File: config.mk
export PLATFORM = sky130hd
export DESIGN_NAME = hazard_interlock
export DESIGN_NICKNAME = d
export VERILOG_FILES = /design/src/rtl/hazard_pkg.sv /design/src/rtl/hazard_ctrl.sv /design/src/rtl/hazard_datapath.sv /design/src/rtl/hazard_interlock.sv
export SDC_FILE = /design/constraint.sdc
export NUM_CORES = 1
export LEC_CHECK = 0
export CAP_MARGIN = 5
export CORE_AREA = 5 5 42 44
export DETAILED_ROUTE_END_ITERATION = 6
export DIE_AREA = 0 0 47 49
export MAX_ROUTING_LAYER = met4
export PLACE_DENSITY = 0.81
export SYNTH_ARGS = -nofsm -noshare
export SYNTH_HDL_FRONTEND = slang
export SYNTH_SLANG_ARGS = --single-unit
File: constraint.sdc
create_clock -name vclk -period 1.5
set_input_delay 0.225 -clock vclk [all_inputs]
set_output_delay 0.225 -clock vclk [all_outputs]
set_load 0.01 [all_outputs]
File: src/rtl/hazard_pkg.sv
package hazard_pkg;
  parameter int REG_W     = 5;
  parameter int OPC_W     = 6;
  parameter int NUM_LATER = 3;

  localparam logic [OPC_W-1:0] OPC_BR_ZERO    = 6'h04;
  localparam logic [OPC_W-1:0] OPC_BR_NONZERO = 6'h05;

  typedef struct packed {
    logic branchTaken;
    logic src1Chk;
    logic src2Chk;
  } hzStrobe_t;
endpackage

File: src/rtl/hazard_ctrl.sv
module hazard_ctrl
  import hazard_pkg::*;
(
  input  logic [OPC_W-1:0] opcodeExe,
  input  logic             zeroExe,
  input  logic             useSrc1,
  input  logic             useSrc2,
  output hzStrobe_t        strobes
);
  logic isBrZero;
  logic isBrNonZero;

  always_comb begin
    isBrZero    = (opcodeExe == OPC_BR_ZERO);
    isBrNonZero = (opcodeExe == OPC_BR_NONZERO);
    strobes.branchTaken = (isBrZero && zeroExe) || (isBrNonZero && !zeroExe);
    strobes.src1Chk     = useSrc1;
    strobes.src2Chk     = useSrc2;
  end

  // a taken indication only ever comes from one of the two branch opcodes
  always_comb begin
    if (strobes.branchTaken)
      assert_taken_is_branch_R7: assert (opcodeExe[OPC_W-1:1] == OPC_BR_ZERO[OPC_W-1:1])
        else $error("taken strobe raised for a non-branch opcode");
  end
endmodule

File: src/rtl/hazard_datapath.sv
module hazard_datapath
  import hazard_pkg::*;
#(
  parameter int RW = hazard_pkg::REG_W,
  parameter int NL = hazard_pkg::NUM_LATER
) (
  input  logic [RW-1:0]         srcRegA,
  input  logic [RW-1:0]         srcRegB,
  input  logic [NL-1:0][RW-1:0] dstVec,
  input  logic [NL-1:0]         wrVec,
  input  hzStrobe_t             strobes,
  output logic                  stall
);
  localparam logic [RW-1:0] HARD_ZERO = '0;

  logic [NL-1:0] hitA;
  logic [NL-1:0] hitB;
  logic          srcALive;
  logic          srcBLive;
  logic          rawHazard;

  assign srcALive = strobes.src1Chk && (srcRegA != HARD_ZERO);
  assign srcBLive = strobes.src2Chk && (srcRegB != HARD_ZERO);

  for (genvar g = 0; g < NL; g++) begin : g_stage
    assign hitA[g] = srcALive && wrVec[g] && (dstVec[g] == srcRegA);
    assign hitB[g] = srcBLive && wrVec[g] && (dstVec[g] == srcRegB);
  end

  assign rawHazard = (|hitA) || (|hitB);
  assign stall     = rawHazard && !strobes.branchTaken;

  always_comb begin
    if (wrVec == '0)
      assert_no_writer_R4: assert (!stall) else $error("stall with no writing stage");
    if (!strobes.src1Chk && !strobes.src2Chk)
      assert_no_reader_R5: assert (!stall) else $error("stall with no source read");
    if (srcRegA == HARD_ZERO && srcRegB == HARD_ZERO)
      assert_reg_zero_R6: assert (!stall) else $error("stall on register 0 only");
  end
endmodule

File: src/rtl/hazard_interlock.sv
module hazard_interlock
  import hazard_pkg::*;
#(
  parameter int REG_WIDTH = hazard_pkg::REG_W
) (
  input  logic [REG_WIDTH-1:0] srcRegA,
  input  logic [REG_WIDTH-1:0] srcRegB,
  input  logic                 useSrc1,
  input  logic                 useSrc2,
  input  logic [REG_WIDTH-1:0] dstExe,
  input  logic                 wrExe,
  input  logic [REG_WIDTH-1:0] dstMem,
  input  logic                 wrMem,
  input  logic [REG_WIDTH-1:0] dstWb,
  input  logic                 wrWb,
  input  logic [OPC_W-1:0]     opcodeExe,
  input  logic                 zeroExe,
  output logic                 stall
);
  hzStrobe_t                           strobes;
  logic [NUM_LATER-1:0][REG_WIDTH-1:0] dstVec;
  logic [NUM_LATER-1:0]                wrVec;

  assign dstVec = {dstWb, dstMem, dstExe};
  assign wrVec  = {wrWb, wrMem, wrExe};

  hazard_ctrl u_ctrl (
    .opcodeExe (opcodeExe),
    .zeroExe   (zeroExe),
    .useSrc1   (useSrc1),
    .useSrc2   (useSrc2),
    .strobes   (strobes)
  );

  hazard_datapath #(.RW(REG_WIDTH), .NL(NUM_LATER)) u_dp (
    .srcRegA (srcRegA),
    .srcRegB (srcRegB),
    .dstVec  (dstVec),
    .wrVec   (wrVec),
    .strobes (strobes),
    .stall   (stall)
  );

  always_comb begin
    if (strobes.branchTaken)
      assert_branch_mask_R7: assert (!stall) else $error("stall under taken branch");
  end
endmodule

==> results.py <==
metrics = {
    "yosys": {
        "syn_avg_cell_area_sq_um": 7.60,
        "syn-num-nets": 91,
        "syn-cell-area_sq_um": 410,
        "synth_top_area_frac": 0.512,
        "synthDistinctLibCells": 11,
        "yosysTopAreaCell": "xor2_1",
        "ys_top_cells_by_area": "xor2_1 (51%), xnor2_1 (15%), nand3_1 (9.8%)",
        "yosysWarnings": 0,
        "synth_cells": 54,
        "seq_area_frac_synth": 0,
    },
    "layout": {
        "antenna_cells": 0,
        "syn_to_final_growth_pct": 115,
        "area.sequential_sq_um": 0,
        "fillers": 143,
        "multi_input_area_sq_um": 442,
        "seq_cell_count": 0,
        "layout_commonest_cell": "xor2_1",
        "clock_buffers": 0,
        "utilization": 0.629,
        "drive_gt1_frac": 0.358,
        "final_cell_mix": "xor2_1 (24), dlygate4sd2_1 (11), buf_2 (11), buf_4 (11), nand3_1 (8)",
        "fin_nets": 145,
        "layout.cells.non_filler": 122,
    },
    "pwr": {
        "clock_power_share": 0,
        "power_leakage_nw": 0.426,
        "power_mw": 0.227,
        "p_per_area_nw_per_um2": 257,
        "worst_ir_drop_vdd_v": 0.000104,
        "p_seq_frac": 0,
        "power_switching_share": 0.418,
        "pwr-share-comb": 1.000,
        "switching_power_mw": 0.0947,
        "internal-power_mw": 0.132,
    },
    "worst_setup_path": {
        "cp-end-kind": "output port",
        "required_ns": 1.27,
        "cp_max_fo": 4,
        "critPathLaunchType": "input pin",
        "cp.arrival_ns": 1.43,
        "path_class": "input pin to output port",
    },
    "worst_hold_path": {
        "min_path_cells": 6,
        "min_to": "stall",
        "hold_start": "opcodeExe[3]",
        "min_path_type": "input pin to output port",
    },
    "drt": {
        "post-route-drc-count": 0,
        "drt_iter0_drc": 6,
        "wl_um": 1750,
        "ant_nets": 0,
        "wire_per_inst_um": 14.3,
        "via_per_inst": 4.94,
        "drtPass1Iterations": 3,
        "via_count": 603,
    },
    "run_status": {
        "status": "complete, but fails checks",
        "violations": "setup timing",
    },
    "floorplan": {
        "die_area_sq_um": 2300,
        "die_x_um": 47,
        "initial_core_util": 0.293,
        "pin_count": 38,
        "core_sq_um": 1400,
        "fp.dieH_um": 49,
        "num_rows": 14,
    },
    "placed_design": {
        "port-buffer-count": 38,
        "hpwl_um": 1570,
        "gp_congestion": 0.901,
        "dp.cells": 122,
    },
    "clock_network": {
        "hold_buffers": 0,
        "cts_post_setup_buffers_inserted": 0,
    },
    "timing": {
        "setup_viol": 1,
        "hold_violations": 0,
        "slew_violations": 0,
        "rsz0062_at_grt": "true",
        "fmax_mhz": 605,
        "worstMarginPinSlew_ns": 0.262,
        "setup_slack_ns": -0.153,
        "slew_headroom": 0.824,
        "finalCritPeriodShare": 1.10,
        "fin_crit_ns": 1.65,
    },
    "grt": {
        "grt_max_degree": 5,
        "overflow": 0,
        "grt_pass1_wl_um": 2730,
        "grtUsageTotal": 0.155,
        "antenna_found_initial": 0,
        "grt_pass1_vias": 670,
    },
    "flow_run": {
        "cap_violations": 0,
    },
}
## area by class of cell
class	count	share of cell area
timing repair buffer	52	0.477
tap	16	0.0227
multi-input combinational	54	0.501
## Yosys cell counts
library cell / count
o21ai_1: 1
nor3_2: 1
nand3_1: 8
xor2_1: 24
nor2_1: 2
o21ai_0: 1
nor4_1: 6
or4_1: 2
xnor2_1: 7
or4b_1: 1
a22o_1: 1
## worst max-delay path: stages
cell and delay, ns:
clkdlybuf4s15_2 0.24, or4_1 0.41, o21ai_1 0.13, nor2_1 0.06, a22o_1 0.23, buf_2 0.14
## metal layers
layer | up-vias | GRT usage | part of all wire
met1 | 282 | 0.174 | 0.37
met2 | 21 | 0.303 | 0.57
met3 | 0 | 0.00738 | 0.062
met4 | 0 | 0 | 0
li1 | 300 | - | -
met5 | - | - | 0
## metrics by stage
stage          cell area [sq um]  hold WS [ns]  TNS, ns  setup WS, ns
3_5_place_dp                 916          1.66   -0.904        -0.904
2_1_floorplan                410         0.715        0        0.0752
3_3_place_gp                 916          1.61   -0.851        -0.851
5_1_grt                      882          1.05   -0.184        -0.184
6_report                     882          1.03   -0.153        -0.153
4_1_cts                      878          1.04   -0.197        -0.197
## power by group through the flow
stage / combinational, mW / sequential (mW) / clock (mW)
finish: 0.227 / 0 / 0
global route: 0.245 / 0 / 0
CTS: 0.223 / 0 / 0
detailed placement: 0.243 / 0 / 0
global placement: 0.237 / 0 / 0
floorplan: 0.0722 / 0 / 0
## cells by family after synthesis
kind of cell,share of synthesized area
and+or+nand+nor,0.293
xor gates and xnor gates,0.662
AOI/OAI and AO/OA,0.0457
## worst max-delay path by stage
| stage | start | end | slack [ns] | cells past startpoint |
|---|---|---|---|---|
| floorplan | opcodeExe[1] | stall | 0.08 | 4 |
| global placement | srcRegA[4] | stall | -0.85 | 8 |
| detailed placement | srcRegA[3] | stall | -0.90 | 7 |
| CTS | opcodeExe[3] | stall | -0.20 | 6 |
| global route | srcRegA[0] | stall | -0.18 | 8 |
| finish | srcRegA[2] | stall | -0.15 | 6 |
## repair_timing
action	CTS	global route
gates cloned	0	0
endpoints found under the setup margin	1	1
resized for setup	71	21
pin swaps	22	16
(Power assumes the default switching activity.)
